## src/rtl/cmd_list_pkg.sv

```systemverilog
package cmd_list_pkg;

  localparam logic [2:0] CU_IDLE = 3'd0;
  localparam logic [2:0] CU_SUSP = 3'd1;
  localparam logic [2:0] CU_ACT  = 3'd2;
  localparam logic [2:0] RU_IDLE = 3'd0;
  localparam logic [2:0] RU_SUSP = 3'd1;

  localparam logic [15:0] MARK_BUSY_VAL = 16'h4000;
  localparam logic [15:0] MARK_DONE_VAL = 16'hA000;

  // Event flag positions inside the 4-bit event field
  localparam int EV_CX  = 3;
  localparam int EV_CNA = 1;
  localparam int EV_RNR = 0;

  // Block command word flag bits
  localparam int BLK_LAST = 15;
  localparam int BLK_PARK = 14;
  localparam int BLK_INTR = 13;

  typedef enum logic [3:0] {
    ACC_NONE, ACC_RD_CTL, ACC_CLR_CTL, ACC_RD_HEAD, ACC_WR_STAT,
    ACC_MARK_BUSY, ACC_RD_OP, ACC_MARK_DONE, ACC_RD_LINK
  } acc_e;

  typedef enum logic [3:0] {
    S_IDLE, S_RD_CTL, S_CLR_CTL, S_RD_HEAD, S_WR_STAT0,
    S_BUSY, S_RD_OP, S_EXEC, S_DONE, S_RD_LINK, S_WR_STAT1
  } state_e;

  typedef struct packed {
    acc_e acc;
    logic takeCtl;
    logic takeHead;
    logic takeOp;
    logic takeLink;
    logic raiseIrq;
  } strobe_t;

endpackage

```

## src/rtl/cmd_list_ctrl.sv

```systemverilog
module cmd_list_ctrl
  import cmd_list_pkg::*;
(
  input  logic    clk,
  input  logic    rst_n,
  input  logic    attn,
  input  logic    memAck,
  input  logic    execDone,
  input  logic    ptrNull,
  input  logic    cuSusp,
  input  logic    cuActive,
  input  logic    opZero,
  input  logic    intrFlag,
  output strobe_t stb,
  output logic    execReq,
  output logic    busy
);

  state_e state, nxt;
  logic   attnPend;

  always_ff @(posedge clk) begin
    if (!rst_n) begin
      state    <= S_IDLE;
      attnPend <= 1'b0;
    end else begin
      state <= nxt;
      if (state == S_IDLE && (attn || attnPend)) attnPend <= 1'b0;
      else if (attn)                             attnPend <= 1'b1;
    end
  end

  always_comb begin
    nxt          = state;
    stb.acc      = ACC_NONE;
    stb.takeCtl  = 1'b0;
    stb.takeHead = 1'b0;
    stb.takeOp   = 1'b0;
    stb.takeLink = 1'b0;
    stb.raiseIrq = 1'b0;
    unique case (state)
      S_IDLE:     if (attn || attnPend) nxt = S_RD_CTL;
      S_RD_CTL: begin
        stb.acc = ACC_RD_CTL;
        if (memAck) begin stb.takeCtl = 1'b1; nxt = S_CLR_CTL; end
      end
      S_CLR_CTL: begin
        stb.acc = ACC_CLR_CTL;
        if (memAck) nxt = (!cuSusp && ptrNull) ? S_RD_HEAD : S_WR_STAT0;
      end
      S_RD_HEAD: begin
        stb.acc = ACC_RD_HEAD;
        if (memAck) begin stb.takeHead = 1'b1; nxt = S_WR_STAT0; end
      end
      S_WR_STAT0: begin
        stb.acc = ACC_WR_STAT;
        if (memAck) nxt = ptrNull ? S_IDLE : S_BUSY;
      end
      S_BUSY: begin
        stb.acc = ACC_MARK_BUSY;
        if (memAck) nxt = S_RD_OP;
      end
      S_RD_OP: begin
        stb.acc = ACC_RD_OP;
        if (memAck) begin stb.takeOp = 1'b1; nxt = S_EXEC; end
      end
      S_EXEC:     if (opZero || execDone) nxt = S_DONE;
      S_DONE: begin
        stb.acc = ACC_MARK_DONE;
        if (memAck) nxt = S_RD_LINK;
      end
      S_RD_LINK: begin
        stb.acc = ACC_RD_LINK;
        if (memAck) begin stb.takeLink = 1'b1; nxt = S_WR_STAT1; end
      end
      S_WR_STAT1: begin
        stb.acc = ACC_WR_STAT;
        if (memAck) begin
          stb.raiseIrq = intrFlag;
          nxt = (cuActive && !ptrNull) ? S_BUSY : S_IDLE;
        end
      end
      default:    nxt = S_IDLE;
    endcase
  end

  assign execReq = (state == S_EXEC) && !opZero;
  assign busy    = (state != S_IDLE);

endmodule

```

## src/rtl/cmd_list_dp.sv

```systemverilog
module cmd_list_dp
  import cmd_list_pkg::*;
#(
  parameter int ADDR_W = 32
) (
  input  logic              clk,
  input  logic              rst_n,
  input  strobe_t           stb,
  input  logic [31:0]       memRdata,
  input  logic              irqClear,
  input  logic [ADDR_W-1:0] scbAddr,
  output logic              memReq,
  output logic              memWrite,
  output logic              memWide,
  output logic [ADDR_W-1:0] memAddr,
  output logic [31:0]       memWdata,
  output logic [15:0]       statusWord,
  output logic              irq,
  output logic [2:0]        execOp,
  output logic [ADDR_W-1:0] execBlk,
  output logic              ptrNull,
  output logic              cuSusp,
  output logic              cuActive,
  output logic              opZero,
  output logic              intrFlag
);

  localparam logic [ADDR_W-1:0] NULL_PTR = {ADDR_W{1'b1}};
  localparam logic [ADDR_W-1:0] OFS_CMD  = ADDR_W'(2);
  localparam logic [ADDR_W-1:0] OFS_LINK = ADDR_W'(4);

  logic [2:0]        cuSt, ruSt, nCu, nRu;
  logic [3:0]        ev, nEv;
  logic [ADDR_W-1:0] ptr, nPtr, linkVal;
  logic [15:0]       blkCmd, ctlWord;

  assign ctlWord = memRdata[15:0];
  assign linkVal = memRdata[ADDR_W-1:0];

  // Apply the control-word codes to the unit states and events
  always_comb begin
    nEv  = ev & ~ctlWord[15:12];
    nCu  = cuSt;
    nRu  = ruSt;
    nPtr = ptr;
    case (ctlWord[10:8])
      3'd1: nCu = CU_ACT;
      3'd4: begin nCu = CU_SUSP; nEv[EV_CNA] = 1'b1; end
      default: ;
    endcase
    case (ctlWord[6:4])
      3'd1, 3'd2: nRu = RU_IDLE;
      3'd3, 3'd4: begin nRu = RU_SUSP; nEv[EV_RNR] = 1'b1; end
      default: ;
    endcase
    if (ctlWord[7]) begin
      nCu  = CU_IDLE;
      nRu  = RU_SUSP;
      nPtr = NULL_PTR;
      nEv  = 4'd0;
    end
  end

  always_ff @(posedge clk) begin
    if (!rst_n) begin
      cuSt   <= CU_IDLE;
      ruSt   <= RU_SUSP;
      ev     <= 4'd0;
      ptr    <= NULL_PTR;
      blkCmd <= 16'd0;
      irq    <= 1'b0;
    end else begin
      if (stb.takeCtl) begin
        cuSt <= nCu;
        ruSt <= nRu;
        ev   <= nEv;
        ptr  <= nPtr;
      end
      if (stb.takeHead) ptr <= linkVal;
      if (stb.takeOp)   blkCmd <= memRdata[15:0];
      if (stb.takeLink) begin
        if (linkVal == '0 || linkVal == NULL_PTR || blkCmd[BLK_LAST]) ptr <= NULL_PTR;
        else                                                          ptr <= linkVal;
        if (blkCmd[BLK_PARK]) cuSt <= CU_SUSP;
        ev[EV_CX] <= blkCmd[BLK_INTR];
      end
      if (stb.raiseIrq)  irq <= 1'b1;
      else if (irqClear) irq <= 1'b0;
    end
  end

  assign statusWord = {ev, 1'b0, cuSt, 1'b0, ruSt, 4'b0000};

  // Access steering
  always_comb begin
    memReq   = (stb.acc != ACC_NONE);
    memWrite = 1'b0;
    memWide  = 1'b0;
    memAddr  = scbAddr;
    memWdata = 32'd0;
    unique case (stb.acc)
      ACC_RD_CTL:    memAddr = scbAddr + OFS_CMD;
      ACC_CLR_CTL: begin memAddr = scbAddr + OFS_CMD; memWrite = 1'b1; end
      ACC_RD_HEAD: begin memAddr = scbAddr + OFS_LINK; memWide = 1'b1; end
      ACC_WR_STAT: begin memWrite = 1'b1; memWdata = {16'd0, statusWord}; end
      ACC_MARK_BUSY: begin memAddr = ptr; memWrite = 1'b1; memWdata = {16'd0, MARK_BUSY_VAL}; end
      ACC_RD_OP:     memAddr = ptr + OFS_CMD;
      ACC_MARK_DONE: begin memAddr = ptr; memWrite = 1'b1; memWdata = {16'd0, MARK_DONE_VAL}; end
      ACC_RD_LINK: begin memAddr = ptr + OFS_LINK; memWide = 1'b1; end
      default: ;
    endcase
  end

  assign execOp   = blkCmd[2:0];
  assign execBlk  = ptr;
  assign ptrNull  = (ptr == NULL_PTR);
  assign cuSusp   = (cuSt == CU_SUSP);
  assign cuActive = (cuSt == CU_ACT);
  assign opZero   = (blkCmd[2:0] == 3'd0);
  assign intrFlag = blkCmd[BLK_INTR];

endmodule

```

## src/rtl/cmd_list_unit.sv

```systemverilog
module cmd_list_unit
  import cmd_list_pkg::*;
#(
  parameter int ADDR_W = 32
) (
  input  logic              clk,
  input  logic              rst_n,
  input  logic              attn,
  input  logic [ADDR_W-1:0] scbAddr,
  output logic              memReq,
  output logic              memWrite,
  output logic              memWide,
  output logic [ADDR_W-1:0] memAddr,
  output logic [31:0]       memWdata,
  input  logic              memAck,
  input  logic [31:0]       memRdata,
  output logic              execReq,
  output logic [2:0]        execOp,
  output logic [ADDR_W-1:0] execBlk,
  input  logic              execDone,
  output logic              irq,
  input  logic              irqClear,
  output logic [15:0]       statusWord,
  output logic              busy
);

  strobe_t stb;
  logic    ptrNull, cuSusp, cuActive, opZero, intrFlag;

  cmd_list_ctrl u_ctrl (
    .clk(clk), .rst_n(rst_n), .attn(attn), .memAck(memAck), .execDone(execDone),
    .ptrNull(ptrNull), .cuSusp(cuSusp), .cuActive(cuActive), .opZero(opZero),
    .intrFlag(intrFlag), .stb(stb), .execReq(execReq), .busy(busy)
  );

  cmd_list_dp #(.ADDR_W(ADDR_W)) u_dp (
    .clk(clk), .rst_n(rst_n), .stb(stb), .memRdata(memRdata), .irqClear(irqClear),
    .scbAddr(scbAddr), .memReq(memReq), .memWrite(memWrite), .memWide(memWide),
    .memAddr(memAddr), .memWdata(memWdata), .statusWord(statusWord), .irq(irq),
    .execOp(execOp), .execBlk(execBlk), .ptrNull(ptrNull), .cuSusp(cuSusp),
    .cuActive(cuActive), .opZero(opZero), .intrFlag(intrFlag)
  );

endmodule

```

## config.mk

```make
export PLATFORM = sky130hd
export DESIGN_NAME = cmd_list_unit
export DESIGN_NICKNAME = d
export VERILOG_FILES = /design/src/rtl/cmd_list_pkg.sv /design/src/rtl/cmd_list_ctrl.sv /design/src/rtl/cmd_list_dp.sv /design/src/rtl/cmd_list_unit.sv
export SDC_FILE = /design/constraint.sdc
export NUM_CORES = 1
export LEC_CHECK = 0
export ABC_AREA = 1
export BUFFER_PORTS_ARGS = -buffer_cell sky130_fd_sc_hd__buf_4
export CORE_MARGIN = 2
export CORE_UTILIZATION = 59
export DETAILED_ROUTE_END_ITERATION = 10
export GPL_TIMING_DRIVEN = 0
export PLACE_DENSITY_LB_ADDON = 0.15
export SLEW_MARGIN = 40
export SYNTH_ARGS = -nofsm -noshare
export SYNTH_HDL_FRONTEND = slang
export SYNTH_HIERARCHICAL = 1
export SYNTH_SLANG_ARGS = --single-unit
```

## constraint.sdc

```tcl
create_clock -name clk -period 7.4 [get_ports clk]
set_input_delay 1.11 -clock clk [delete_from_list [all_inputs] [get_ports clk]]
set_output_delay 1.11 -clock clk [all_outputs]
set_load 0.03 [all_outputs]
```

=== Word-level counts from Yosys, hierarchy flattened ===
Index checks and enable logic that the tools add are counted.

* Bits in registers: 64
* Output and inout port bits: 121
* Word-level logic and storage cells: 133

* $add $sub $neg: 4
* Eq/ne operators: 39
* Muxes and demuxes: 46
* Bitwise gates (word level): 3
* Reductions and logical operators: 32

{| class="wikitable"
|+ Operators by type and width
! kind !! number
|-
| $mux 32 || 5
|-
| $pmux 32 s5 || 1
|-
| $add 32x2->32 const B || 2
|-
| $add 32x3->32 const B || 2
|-
| $eq 32x32->1 const B || 2
|-
| $mux 4 || 13
|-
| $pmux 16 s3 || 1
|-
| $pmux 4 s11 || 1
|-
| $eq 4x3->1 const B || 8
|-
| $logic_not 32->1 || 1
|-
| $pmux 4 s8 || 1
|-
| $mux 3 || 8
|-
| $ne 2x2->1 const B || 10
|-
| $eq 4x2->1 const B || 4
|-
| $eq 4x4->1 const B || 4
|-
| $mux 1 || 14
|-
| $reduce_or 2->1 || 7
|-
| $pmux 3 s2 || 2
|-
| $reduce_and 11->1 || 1
|-
| $eq 3x1->1 const B || 3
|-
| $eq 3x2->1 const B || 3
|-
| $reduce_bool 3->1 || 3
|-
| $eq 4x1->1 const B || 2
|-
| $reduce_bool 4->1 || 2
|-
| other kinds (13) || 24
|}

=== Logic depth before layout (Yosys ltp) ===
* Word-level depth: 6
* Mapped depth: 22
* Depth with buffers taken out: 21

=== By module ===
Netlist, hierarchy kept.

{| class="wikitable"
|+ Modules (own cells, without submodules)
! module !! instances !! cells an instance !! area an instance (um2) !! sequential area each (um2)
|-
| cmd_list_dp || 1 || 1,211 || 6,339.8 || 940.9
|-
| cmd_list_ctrl || 1 || 97 || 563.0 || 100.1
|}

=== Worst setup path before layout ===
No wires, ideal clock.

* Kind: flip-flop to output port
* From: register u_ctrl.state[3]
* To: output memAddr[17]
* Arrival: 3.230 ns
* Data required time: 6.290 ns
* Path slack: 3.060 ns
* Stages on the path, launching flop included: 22
* Cells stage by stage: dfxtp_1 -> nor2_2 -> inv_2 -> o21ai_0 -> inv_1 -> nor2_2 -> nand2_4 -> buf_6 -> nand2_4 -> nand2_4 -> inv_1 -> ha_1 -> nand2_1 -> nor2_4 -> nand2_2 -> nor2_4 -> nand2_1 -> nand2_1 -> nand2_1 -> nor2_1 -> nor2_1 -> nor2_1

{| class="wikitable"
|+ RTL lines
! what !! RTL line !! text
|-
| start, declared || cmd_list_ctrl.sv:19 || <nowiki>state_e state, nxt;</nowiki>
|-
| start signal, assigned || cmd_list_ctrl.sv:27 || <nowiki>state <= nxt;</nowiki>
|-
| end, declared || cmd_list_unit.sv:13 || <nowiki>output logic [ADDR_W-1:0] memAddr,</nowiki>
|}

==> summary.log <==
[sta] setup violators final 0
[global_routing] GRT overflow 0
[detailed_routing] DR vias/cell 5.78
[detailed_routing] routed vias 9520
[clocking] count of hold buffers inserted by post-cts repair 0
[synthesis] flip-flop and latch count after synthesis 52
[detailed_routing] WL final 26.9 mm
[finish] area growth from synthesis to layout 23.9%
[synthesis] number of distinct library cells after synthesis 47
[floorplan] core box area 11400 sq um
[setup_path] worst endpoint required time 6.29 ns
[setup_path] type of the worst setup path reg -> out
[finish] most common cell after layout, fill and taps aside nand2_1
[floorplan] number of I/O pins 191
[sta] slew of the pin with the lowest slew margin 0.751 ns
[power_and_ir_drop] Leakage 4.71 nW
[setup_path] CP Capture Type output pin
[sta] worst slew margin relative to its limit 49.5%
[clocking] clock slew seen by the registers of the worst setup and hold paths 0.06 ns
[detailed_routing] 1st-iter DRT viols 1254
[sta] final max-slew violation count 0
[floorplan] die area 12600 sq um
[synthesis] Yosys warning total 6
[finish] sequential cell area 1040 sq um
[placement] global placer's final weighted congestion 1.10
[run] number of violations of the max-capacitance limit 0
[synthesis] main flop type after synthesis dfxtp_1
[clocking] Clock Path Buffers 2
[clocking] Post-CTS Repair Setup Buffers 0
[sta] Final Hold Vio Count 0
[worst_hold_path] worst hold path class reg -> reg
[synthesis] Synth async-reset ratio 0%
[clocking] Clock H-tree levels 2
[finish] area of combinational cells with multiple inputs 4840 sq um
[power_and_ir_drop] P per Cell Area 461 nW/um^2
[clocking] post-cts resize count 0
[clocking] Root Driver clkbuf_16
[finish] ratio of cells with drive above 1 in the final layout 20.5%
[sta] minimum setup slack in the final design 2.19 ns
[clocking] total number of clock tree sinks 52
[placement] count of input and output buffers 158
[status] run status finished clean
[sta] Max Clk Rate 192 MHz
[global_routing] GRT Resource Usage Total 41.2%
[finish] number of diodes added for antenna fixing 0
[power_and_ir_drop] maximum resistive drop on vdd 440 uV
[global_routing] initial antenna violation count 0
[sta] Setup TNS Final 0 ns
[floorplan] chip width 112 microns
[sta] final worst clock skew 0.00446 ns
[floorplan] placement row count 39
[synthesis] number of synthesized flops with an enable pin 0
[synthesis] share of synthesized area occupied by flip-flops and latches 15.1%
[global_routing] pin count of the biggest net entering global routing 17
[finish] number of inserted filler cells in the final layout 1022
[placement] detailed placement HPWL 21.9 mm
[synthesis] synthesized area per cell 5.28 sq um
[sta] final period demand of the worst path 5.21 ns
[sta] RSZ-0062 raised after global routing no
[synthesis] Synth Cell Area 6900 sq um
[placement] post-placement worst setup slack 2.64 ns
[setup_path] endpoint arrival time on the critical path 4.10 ns
[global_routing] number of global-route vias before repair 8344
[detailed_routing] number of nets with antenna violations after routing 0
[synthesis] number of instances in the synthesized netlist 1308
[clocking] number of clock buffers inserted by TritonCTS 5
[setup_path] kind of launch point of the worst setup path flip-flop
[floorplan] Chip Height 112 microns
[sta] final cycle utilization of the critical path 70.4%
[clocking] CTS tree built
[detailed_routing] DR WL/cell 16.3 microns
[detailed_routing] DRC violation count after routing 0
[floorplan] starting density of the core 60.5%
[clocking] clock latency at the later pin of the worst-skew pair 0.29 ns
[detailed_routing] router iterations before antenna repair 10
[global_routing] global-route wire length before repair 41.8 mm
[finish] final cell utilization of the core 74.9%
[finish] net count of the finished layout 1576
[setup_path] critical path fanouts, max 10
[finish] leading cell types in the layout, fill and taps excluded nand2_1, buf_4, nand3_1
cells by family after synthesis:
group                    after synthesis  share of synthesized area [%]
AO/OA/AOI/OAI                        118                           9.79
XOR/XNOR                               2                          0.254
adder cells (fa/ha/maj)                2                          0.362
buffers and inverters                247                           16.5
flip-flops                            52                           15.1
multiplexers                           1                          0.163
other                                  1                         0.0543
AND/OR/NAND/NOR                      885                           57.8
synthesized netlist by cell type, types with 3 or more instances:
cell / number / area, sq um
nand2_1: 466 / 1750
nand3_1: 170 / 851
inv_1: 158 / 593
nor2_1: 117 / 439
dfxtp_1: 52 / 1040
a21oi_1: 43 / 215
buf_4: 38 / 285
o21ai_0: 33 / 165
nand4_1: 32 / 200
nor2_2: 24 / 150
nand2_2: 19 / 119
clkbuf_1: 18 / 67.6
nor2_4: 16 / 180
buf_2: 13 / 65.1
nor4_1: 13 / 81.3
inv_2: 11 / 41.3
o21ai_1: 11 / 55.1
o21bai_1: 9 / 67.6
nor3_1: 8 / 40.0
buf_6: 7 / 78.8
o211ai_1: 7 / 52.6
or2_2: 5 / 31.3
nand2_4: 4 / 45.0
nand3b_1: 4 / 30.0
a31oi_1: 3 / 18.8
o2111ai_1: 3 / 26.3
worst paths after layout:
check | startpoint | end | slack [ns] | depth (start not counted)
setup / recovery | u_ctrl/state[3]$_SDFFE_PN0P_ | memAddr[27] | 2.19 | 23
hold / removal | u_dp/ev[0]$_SDFFE_PN0P_ | u_dp/ev[0]$_SDFFE_PN0P_ | 0.49 | 2
setup reg to reg | u_ctrl/state[3]$_SDFFE_PN0P_ | u_dp/execBlk[12]$_SDFFE_PN1P_ | 4.69 | 11
hold reg to reg | u_dp/ev[0]$_SDFFE_PN0P_ | u_dp/ev[0]$_SDFFE_PN0P_ | 0.49 | 2
layer usage:
metal / up-vias / global-route usage [%] / wire [microns]
met5: - / 0 / 0
met4: 0 / 19.6 / 1570
met3: 138 / 9.02 / 3610
met2: 733 / 67.0 / 11900
met1: 4145 / 51.9 / 9890
li1: 4504 / - / -
final cells by class:
cell class | count | share of cell area (%)
Buffer | 77 | 5.85
Clock buffer | 5 | 1.46
Clock inverter | 3 | 0.497
Inverter | 170 | 7.46
Multi-Input combinational cell | 1040 | 56.6
Sequential cell | 52 | 12.2
Tap cell | 143 | 2.09
Timing Repair Buffer | 158 | 13.9
sequential cells by signal, indices dropped and copies added (netlist names):
signal,count
u_ctrl/attnPend,1
u_ctrl/state,4
u_dp/blkCmd,6
u_dp/cuSt,3
u_dp/ev,4
u_dp/execBlk,32
u_dp/irq,1
u_dp/ruSt,1
worst max-delay path, cell delays in order, from the launching register on:
cell and delay (ns):
dfxtp_1 0.45, inv_2 0.09, nor2_4 0.15, nand2_1 0.14
o2111ai_1 0.59, inv_2 0.12, nand2_2 0.15, nor2_8 0.09
buf_6 0.16, nand2_1 0.10, nand2_4 0.08, inv_1 0.12
ha_1 0.18, nand2_1 0.13, nor2_4 0.18, nand2_1 0.16
nor2_1 0.32, nand2_1 0.09, nand2_1 0.06, nand3_1 0.08
nand3_1 0.09, nand2_1 0.07, inv_1 0.05, buf_4 0.14
metrics by stage:
step	total power (W)	instance area (sq um)	std cells	hold slack, ns
2_1_floorplan	0.00252	7020	1339	0.481
3_3_place_gp	0.00356	8380	1640	0.476
3_5_place_dp	0.00358	8380	1640	0.480
4_1_cts	0.00385	8550	1648	0.491
5_1_grt	0.00416	8550	1648	0.519
6_report	0.00394	8550	1648	0.492
where the power goes:
part	switching [W]	leakage (nW)	internal [W]
Clock	0.000101	0.0798	0.000159
Sequential	0.0000404	0.422	0.000305
Combinational	0.00229	4.21	0.00104
No activity file was read; power rests on OpenSTA's default activity.
